File: src/rtl/sync_rx_pkg.sv
package sync_rx_pkg;
  localparam int RX_LO_W   = 8;
  localparam int RX_DEPTH  = 2;
  localparam int RX_STAGES = 2;

  typedef enum logic {
    EDGE_RISE = 1'b0,
    EDGE_FALL = 1'b1
  } sample_edge_e;
endpackage

File: src/rtl/sync_rx_edge.sv
module sync_rx_edge
  import sync_rx_pkg::*;
#(
  parameter int STAGES = RX_STAGES
) (
  input  logic clk,
  input  logic rst,
  input  logic ext_clk,
  input  logic ext_data,
  input  logic clk_pol,
  output logic sample,
  output logic data_s
);
  logic [STAGES-1:0] clk_chain;
  logic [STAGES-1:0] dat_chain;
  logic              clk_last;
  logic              rise, fall;

  genvar g;
  generate
    for (g = 0; g < STAGES; g++) begin : g_sync
      if (g == 0) begin : g_first
        always_ff @(posedge clk) begin
          if (rst) begin
            clk_chain[0] <= 1'b0;
            dat_chain[0] <= 1'b0;
          end else begin
            clk_chain[0] <= ext_clk;
            dat_chain[0] <= ext_data;
          end
        end
      end else begin : g_next
        always_ff @(posedge clk) begin
          if (rst) begin
            clk_chain[g] <= 1'b0;
            dat_chain[g] <= 1'b0;
          end else begin
            clk_chain[g] <= clk_chain[g-1];
            dat_chain[g] <= dat_chain[g-1];
          end
        end
      end
    end
  endgenerate

  always_ff @(posedge clk) begin
    if (rst) clk_last <= 1'b0;
    else     clk_last <= clk_chain[STAGES-1];
  end

  assign rise   = clk_chain[STAGES-1] & ~clk_last;
  assign fall   = ~clk_chain[STAGES-1] & clk_last;
  assign sample = (sample_edge_e'(clk_pol) == EDGE_FALL) ? fall : rise;
  assign data_s = dat_chain[STAGES-1];

  // a single synchronised level change gives at most one pulse
  a_r5_single_pulse: assert property (@(posedge clk) disable iff (rst)
    sample |=> !sample);
endmodule

File: src/rtl/sync_rx_shift.sv
module sync_rx_shift
  import sync_rx_pkg::*;
#(
  parameter int LO_W = RX_LO_W
) (
  input  logic          clk,
  input  logic          rst,
  input  logic          enable,
  input  logic          sample,
  input  logic          din,
  input  logic          nine_sel,
  output logic          word_done,
  output logic [LO_W:0] word_data
);
  localparam int WW    = LO_W + 1;
  localparam int CNT_W = $clog2(WW + 1);
  localparam logic [CNT_W-1:0] LAST8 = CNT_W'(LO_W - 1);
  localparam logic [CNT_W-1:0] LAST9 = CNT_W'(LO_W);

  logic [LO_W:0]    sr_q, sr_nx;
  logic [CNT_W-1:0] cnt_q;
  logic             len9_q;
  logic             len9_now;
  logic             last_bit;

  assign len9_now = (cnt_q == '0) ? nine_sel : len9_q;
  assign sr_nx    = {din, sr_q[LO_W:1]};
  assign last_bit = (cnt_q == (len9_now ? LAST9 : LAST8));

  always_ff @(posedge clk) begin
    if (rst || !enable) begin
      sr_q      <= '0;
      cnt_q     <= '0;
      len9_q    <= 1'b0;
      word_done <= 1'b0;
      word_data <= '0;
    end else begin
      word_done <= 1'b0;
      if (sample) begin
        sr_q   <= sr_nx;
        len9_q <= len9_now;
        if (last_bit) begin
          cnt_q     <= '0;
          word_done <= 1'b1;
          word_data <= len9_now ? sr_nx : {1'b0, sr_nx[LO_W:1]};
        end else begin
          cnt_q <= cnt_q + 1'b1;
        end
      end
    end
  end

  // counter never passes the last bit of a 9-bit word
  a_r10_cnt_bound: assert property (@(posedge clk) disable iff (rst)
    cnt_q <= LAST9);
  // nothing completes once reception is off
  a_r1_no_done_when_off: assert property (@(posedge clk) disable iff (rst)
    !enable |=> !word_done);
endmodule

File: src/rtl/sync_rx_fifo.sv
module sync_rx_fifo
  import sync_rx_pkg::*;
#(
  parameter int W     = RX_LO_W + 1,
  parameter int DEPTH = RX_DEPTH
) (
  input  logic         clk,
  input  logic         rst,
  input  logic         clear,
  input  logic         push,
  input  logic [W-1:0] wdata,
  input  logic         pop,
  output logic [W-1:0] rdata,
  output logic         empty,
  output logic         full
);
  localparam int PTR_W = (DEPTH > 1) ? $clog2(DEPTH) : 1;
  localparam int CNT_W = $clog2(DEPTH + 1);
  localparam logic [PTR_W-1:0] PTR_LAST = PTR_W'(DEPTH - 1);
  localparam logic [CNT_W-1:0] CNT_FULL = CNT_W'(DEPTH);

  logic [W-1:0]     mem [DEPTH];
  logic [PTR_W-1:0] wr_ptr, rd_ptr;
  logic [CNT_W-1:0] count;

  always_ff @(posedge clk) begin
    if (push) mem[wr_ptr] <= wdata;
  end

  always_ff @(posedge clk) begin
    if (rst || clear) begin
      wr_ptr <= '0;
      rd_ptr <= '0;
      count  <= '0;
    end else begin
      if (push) wr_ptr <= (wr_ptr == PTR_LAST) ? '0 : wr_ptr + 1'b1;
      if (pop)  rd_ptr <= (rd_ptr == PTR_LAST) ? '0 : rd_ptr + 1'b1;
      case ({push, pop})
        2'b10:   count <= count + 1'b1;
        2'b01:   count <= count - 1'b1;
        default: count <= count;
      endcase
    end
  end

  assign rdata = empty ? '0 : mem[rd_ptr];
  assign empty = (count == '0);
  assign full  = (count == CNT_FULL);

  // writer never pushes into a full buffer
  a_r7_no_overflow: assert property (@(posedge clk) disable iff (rst)
    push |-> !full);
  // occupancy bounded by depth
  a_r6_count_bound: assert property (@(posedge clk) disable iff (rst)
    count <= CNT_FULL);
  // popping the last entry empties the buffer
  a_r6_last_pop: assert property (@(posedge clk) disable iff (rst)
    (pop && !push && count == 1) |=> empty);
endmodule

File: src/rtl/sync_slave_rx.sv
module sync_slave_rx
  import sync_rx_pkg::*;
#(
  parameter int LO_W   = RX_LO_W,
  parameter int DEPTH  = RX_DEPTH,
  parameter int STAGES = RX_STAGES
) (
  input  logic            clk,
  input  logic            rst,
  input  logic            ext_clk,
  input  logic            ext_data,
  input  logic            port_en,
  input  logic            sync_mode,
  input  logic            clk_master,
  input  logic            cont_rx_en,
  input  logic            single_rx_en,
  input  logic            nine_bit_sel,
  input  logic            clk_pol,
  input  logic            rx_int_en,
  input  logic            rd_pop,
  output logic [LO_W-1:0] rx_data,
  output logic            rx_bit9,
  output logic            rx_done,
  output logic            rx_overrun,
  output logic            rx_irq
);
  localparam int WW = LO_W + 1;

  logic          slave_active, rx_enable;
  logic          sample, data_s;
  logic          word_done;
  logic [WW-1:0] word_data, head;
  logic          f_empty, f_full, f_push, f_pop;
  logic          unused_single;

  // single receive has no meaning for a slave
  assign unused_single = single_rx_en;

  assign slave_active = port_en & sync_mode & ~clk_master;
  assign rx_enable    = slave_active & cont_rx_en;

  sync_rx_edge #(.STAGES(STAGES)) edge_i (
    .clk(clk), .rst(rst), .ext_clk(ext_clk), .ext_data(ext_data),
    .clk_pol(clk_pol), .sample(sample), .data_s(data_s)
  );

  sync_rx_shift #(.LO_W(LO_W)) shift_i (
    .clk(clk), .rst(rst), .enable(rx_enable), .sample(sample),
    .din(data_s), .nine_sel(nine_bit_sel),
    .word_done(word_done), .word_data(word_data)
  );

  assign f_push = word_done & rx_enable & ~rx_overrun & ~f_full;
  assign f_pop  = rd_pop & ~f_empty;

  sync_rx_fifo #(.W(WW), .DEPTH(DEPTH)) fifo_i (
    .clk(clk), .rst(rst), .clear(~port_en), .push(f_push),
    .wdata(word_data), .pop(f_pop), .rdata(head),
    .empty(f_empty), .full(f_full)
  );

  always_ff @(posedge clk) begin
    if (rst || !rx_enable)                  rx_overrun <= 1'b0;
    else if (word_done && f_full)           rx_overrun <= 1'b1;
  end

  always_ff @(posedge clk) begin
    if (rst || !port_en) rx_irq <= 1'b0;
    else                 rx_irq <= ~f_empty & rx_int_en;
  end

  assign rx_done = ~f_empty;
  assign rx_data = head[LO_W-1:0];
  assign rx_bit9 = head[LO_W];

  // overrun stays while reception remains on
  a_r7_overrun_sticky: assert property (@(posedge clk) disable iff (rst)
    (rx_overrun && rx_enable) |=> rx_overrun);
  // turning reception off clears overrun
  a_r8_overrun_clear: assert property (@(posedge clk) disable iff (rst)
    !rx_enable |=> !rx_overrun);
  // port disable empties the FIFO
  a_r8_port_flush: assert property (@(posedge clk) disable iff (rst)
    !port_en |=> !rx_done);
  // request follows completion flag and enable by one clock
  a_r9_irq_follow: assert property (@(posedge clk) disable iff (rst)
    (rx_done && rx_int_en && port_en) |=> rx_irq);
  a_r9_irq_quiet: assert property (@(posedge clk) disable iff (rst)
    (!rx_done || !rx_int_en) |=> !rx_irq);
endmodule

File: config.mk
export PLATFORM = sky130hd
export DESIGN_NAME = sync_slave_rx
export DESIGN_NICKNAME = d
export VERILOG_FILES = /design/src/rtl/sync_rx_pkg.sv /design/src/rtl/sync_rx_edge.sv /design/src/rtl/sync_rx_shift.sv /design/src/rtl/sync_rx_fifo.sv /design/src/rtl/sync_slave_rx.sv
export SDC_FILE = /design/constraint.sdc
export NUM_CORES = 1
export LEC_CHECK = 0
export ABC_AREA = 1
export BUFFER_PORTS_ARGS = -buffer_cell sky130_fd_sc_hd__clkbuf_2
export CAP_MARGIN = 10
export CELL_PAD_IN_SITES_DETAIL_PLACEMENT = 1
export CELL_PAD_IN_SITES_GLOBAL_PLACEMENT = 1
export CORE_MARGIN = 2
export CORE_UTILIZATION = 35
export CTS_CLUSTER_SIZE = 40
export DETAILED_ROUTE_END_ITERATION = 16
export PLACE_DENSITY_LB_ADDON = 0.1
export SLEW_MARGIN = 10
export SYNTH_ARGS = -nofsm -noshare
export SYNTH_HDL_FRONTEND = slang
export SYNTH_SLANG_ARGS = --single-unit
File: constraint.sdc
create_clock -name clk -period 2 [get_ports clk]
set_clock_uncertainty 0.15 [all_clocks]
set_input_delay 0.2 -clock clk [delete_from_list [all_inputs] [get_ports clk]]
set_output_delay 0.2 -clock clk [all_outputs]
set_load 0.03 [all_outputs]
==> summary.txt <==
Placement
  – HPWL Detailed: 3044 um
  – Global placement routability congestion: 0.6895
  – Worst slack at placement: 61.46 ps
  – PortBufs: 23
  – Cells after DPL: 348

Logic synthesis
  – Library cells used by synthesis: 26
  – Async SR Flop Fraction: 0%
  – Synth warn: 0
  – Mapped Nets: 267
  – Synth top area cells: dfxtp_1 32%, edfxtp_1 24%, nand2_1 9.7%
  – Post-synth top cells: 57 x nand2_1, 35 x dfxtp_1, 31 x nor2_1
  – Cells after synthesis: 251
  – Synthesized area: 2207 um^2
  – EDFF count, synth: 18
  – Register area share after synthesis: 56.24%
  – Yosys reg bits: 53
  – Avg Cell Area, Syn: 8.793 um^2
  – Top-area cell type share of the netlist area: 31.75%
  – Leading area contributor after synthesis: dfxtp_1
  – Most common cell in the synthesized netlist: nand2_1
  – Primary FF master, synth: dfxtp_1

Global routing
  – Largest net degree at the start of global routing: 18
  – GRT overflow: 0
  – Vias in the first global route: 1684
  – Initial antenna violation count: 0
  – Tot GR Track Use: 13.34%
  – First-pass GRT wire length: 7659 um

Setup path
  – Delay-heaviest family, CP: compound AO/OA/AOI/OAI gates
  – Required @ worst endpoint: 2050 ps
  – Reg2Reg Launch Point: fifo_i.count[1]$_SDFFE_PP0P_
  – Largest stage delay on the critical path: 350 ps
  – CP Depth: 9
  – Reg-to-Reg End: fifo_i.count[1]$_SDFFE_PP0P_
  – Worst Setup EP: fifo_i.count[1]$_SDFFE_PP0P_
  – CP cell instances: inv_1, nor2_2, nor2_1, nand2_1, ha_1, a21oi_1, o21ai_0, o21ai_0, a21oi_1
  – R2R depth: 9
  – CP Launch Point: fifo_i.count[1]$_SDFFE_PP0P_
  – Critical Path Slowest Stage Cell: dfxtp_1
  – Reg2reg setup slack: 260 ps
  – Worst EP arrival: 1790 ps
  – Crit path max fanout: 3
  – CP bufs+invs: 1
  – CP Launch Type: register
  – CP Class: reg2reg
  – Setup crit end kind: register

Floorplanning
  – Initial Util: 36.84%
  – Ports: 25
  – Cell Rows: 28
  – Die area: 6957 um^2
  – Core area: 5991 um^2
  – Die W: 83.41 um
  – Die Y: 83.41 um

Clocking
  – Clock-pin slew on the worst setup and hold paths: 100 ps
  – TritonCTS clock tree: built
  – Clk_lat worst skew: 300 ps
  – Clock Path Buffers: 2
  – CTS H-tree depth: 2
  – Num Clock Sinks: 53
  – CTS buffer count: 5
  – Clock Root Buffer: clkbuf_8

Routing
  – DR vias: 1646
  – DRC viols: 0
  – Drt via density: 4.572
  – WL final: 4228 um
  – Avg WL per Cell: 11.74 um
  – 1st-pass router iterations: 4
  – Initial DRC Count: 58
  – Number of antenna-violating nets in the routed design: 0

Timing
  – Fin crit share: 87.02%
  – Max-slew violations: 0
  – Setup tns final: 0 ps
  – Final Setup Violations: 0
  – Achievable frequency: 574.6 MHz
  – Worst slew pin tran: 349.9 ps
  – Slew HR: 76.65%
  – Minimum clock period: 1740 ps
  – Final WS setup: 259.5 ps
  – RSZ-0062 raised after global routing: no
  – Final hold vios: 0
  – Hold_ws: 13.63 ps

Power and ir drop
  – VDD IR max: 305.7 uV
  – Pwr per Cell Area: 695.0 nW/um^2
  – Leakage Power: 1.071 nW

Final layout
  – Layout cells sized above 1: 18.25%
  – Fin nets: 300
  – Non-filler cells, final: 360
  – Area grow syn2layout: 15.59%
  – N_diodes: 0
  – Layout Utilization: 42.59%

Status
  – Status: completed

Min path
  – Hold Path Class: in2reg

Job
  – Max-Cap Viols: 0
==> where the power goes <==
part | switching, W | leakage (nW) | total [W] | internal (W)
clock network | 0.000357 | 0.0481 | 0.000607 | 0.000249
registers | 0.00000215 | 0.493 | 0.00111 | 0.00111
logic | 0.0000343 | 0.530 | 0.0000553 | 0.0000209
==> per-stage QoR <==
step                      power [W]  instance area [um^2]
after floorplan            0.001166                  2207
after global placement     0.001187                  2419
after detailed placement   0.001188                  2419
after CTS                  0.001803                  2540
after global routing       0.001853                  2551
final                      0.001773                  2551
==> cells in the final DEF (no fill, tap or decap), types with 5 or more instances in the layout <==
cell type / Yosys / routed
nand2_1: 57 / 57
dfxtp_1: 35 / 34
inv_1: 30 / 30
nor2_1: 31 / 30
clkbuf_2: 0 / 23
edfxtp_1: 18 / 18
a21oi_1: 16 / 16
nand3_1: 12 / 12
o21ai_0: 12 / 12
o21ai_1: 11 / 11
clkbuf_8: 0 / 5
buf_4: 1 / 5
==> final cells by class <==
cell class / instances / area [um^2]
fillers: 724 / 3440
clock buffers: 5 / 68.82
repair buffers: 31 / 182.7
flip-flops and latches: 53 / 1242
well taps: 75 / 93.84
inverters: 31 / 116.4
multi-input cells: 162 / 824.5
clock inverters: 3 / 22.52
==> layer usage <==
metal	vias to the layer above	GRT usage (%)	share of wire (%)	routed length, um
met5	-	0	0	0
met4	0	5.279	1.2	49
met3	4	2.684	2.8	120
met2	18	22.80	49	2059
met1	753	16.49	47	1998
li1	871	-	-	-
==> state kept, by name, summed over array words and instances, names as in the netlist, named ones only <==
| name | count |
|---|---|
| shift_i.sr_q | 8 |
| fifo_i.rd_ptr | 1 |
| rx_irq | 1 |
| fifo_i.wr_ptr | 1 |
| edge_i.dat_chain | 1 |
| edge_i.clk_chain | 2 |
| shift_i.cnt_q | 4 |
| shift_i.word_data | 9 |
| edge_i.clk_last | 1 |
| edge_i.data_s | 1 |
| rx_overrun | 1 |
| shift_i.word_done | 1 |
| shift_i.len9_q | 1 |
| fifo_i.count | 2 |
| fifo_i.mem | 18 |
==> what timing repair did <==
item,in CTS,in global routing
endpoints found under the setup margin,0,1
hold buffers,3,0
resized for setup,0,2
hold endpoints to repair,3,0
buffers inserted,0,1
==> how the worst min path moves through the flow <==
stage | start | endpoint | slack, ps | cells after the start
6_report | rst | edge_i.clk_chain[0]$_SDFF_PP0_ | 10 | 2
5_1_grt | rst | edge_i.clk_chain[1]$_SDFF_PP0_ | 30 | 2
4_1_cts | rst | edge_i.clk_chain[0]$_SDFF_PP0_ | 10 | 2
3_5_place_dp | edge_i.clk_chain[0]$_SDFF_PP0_ | edge_i.clk_chain[1]$_SDFF_PP0_ | 250 | 2
3_3_place_gp | ext_clk | edge_i.clk_chain[0]$_SDFF_PP0_ | 250 | 3
2_1_floorplan | rst | edge_i.clk_chain[0]$_SDFF_PP0_ | 120 | 1
==> kinds of logic after synthesis <==
kind of cell / count (synthesis) / synth area share [%]
xor+xnor: 3 / 1.191
simple gates: 114 / 24.04
compound gates: 42 / 10.32
flops: 53 / 56.24
buf+inv: 36 / 6.519
fa+ha+maj: 3 / 1.701
Note: power is estimated with default switching activity, not from simulation.
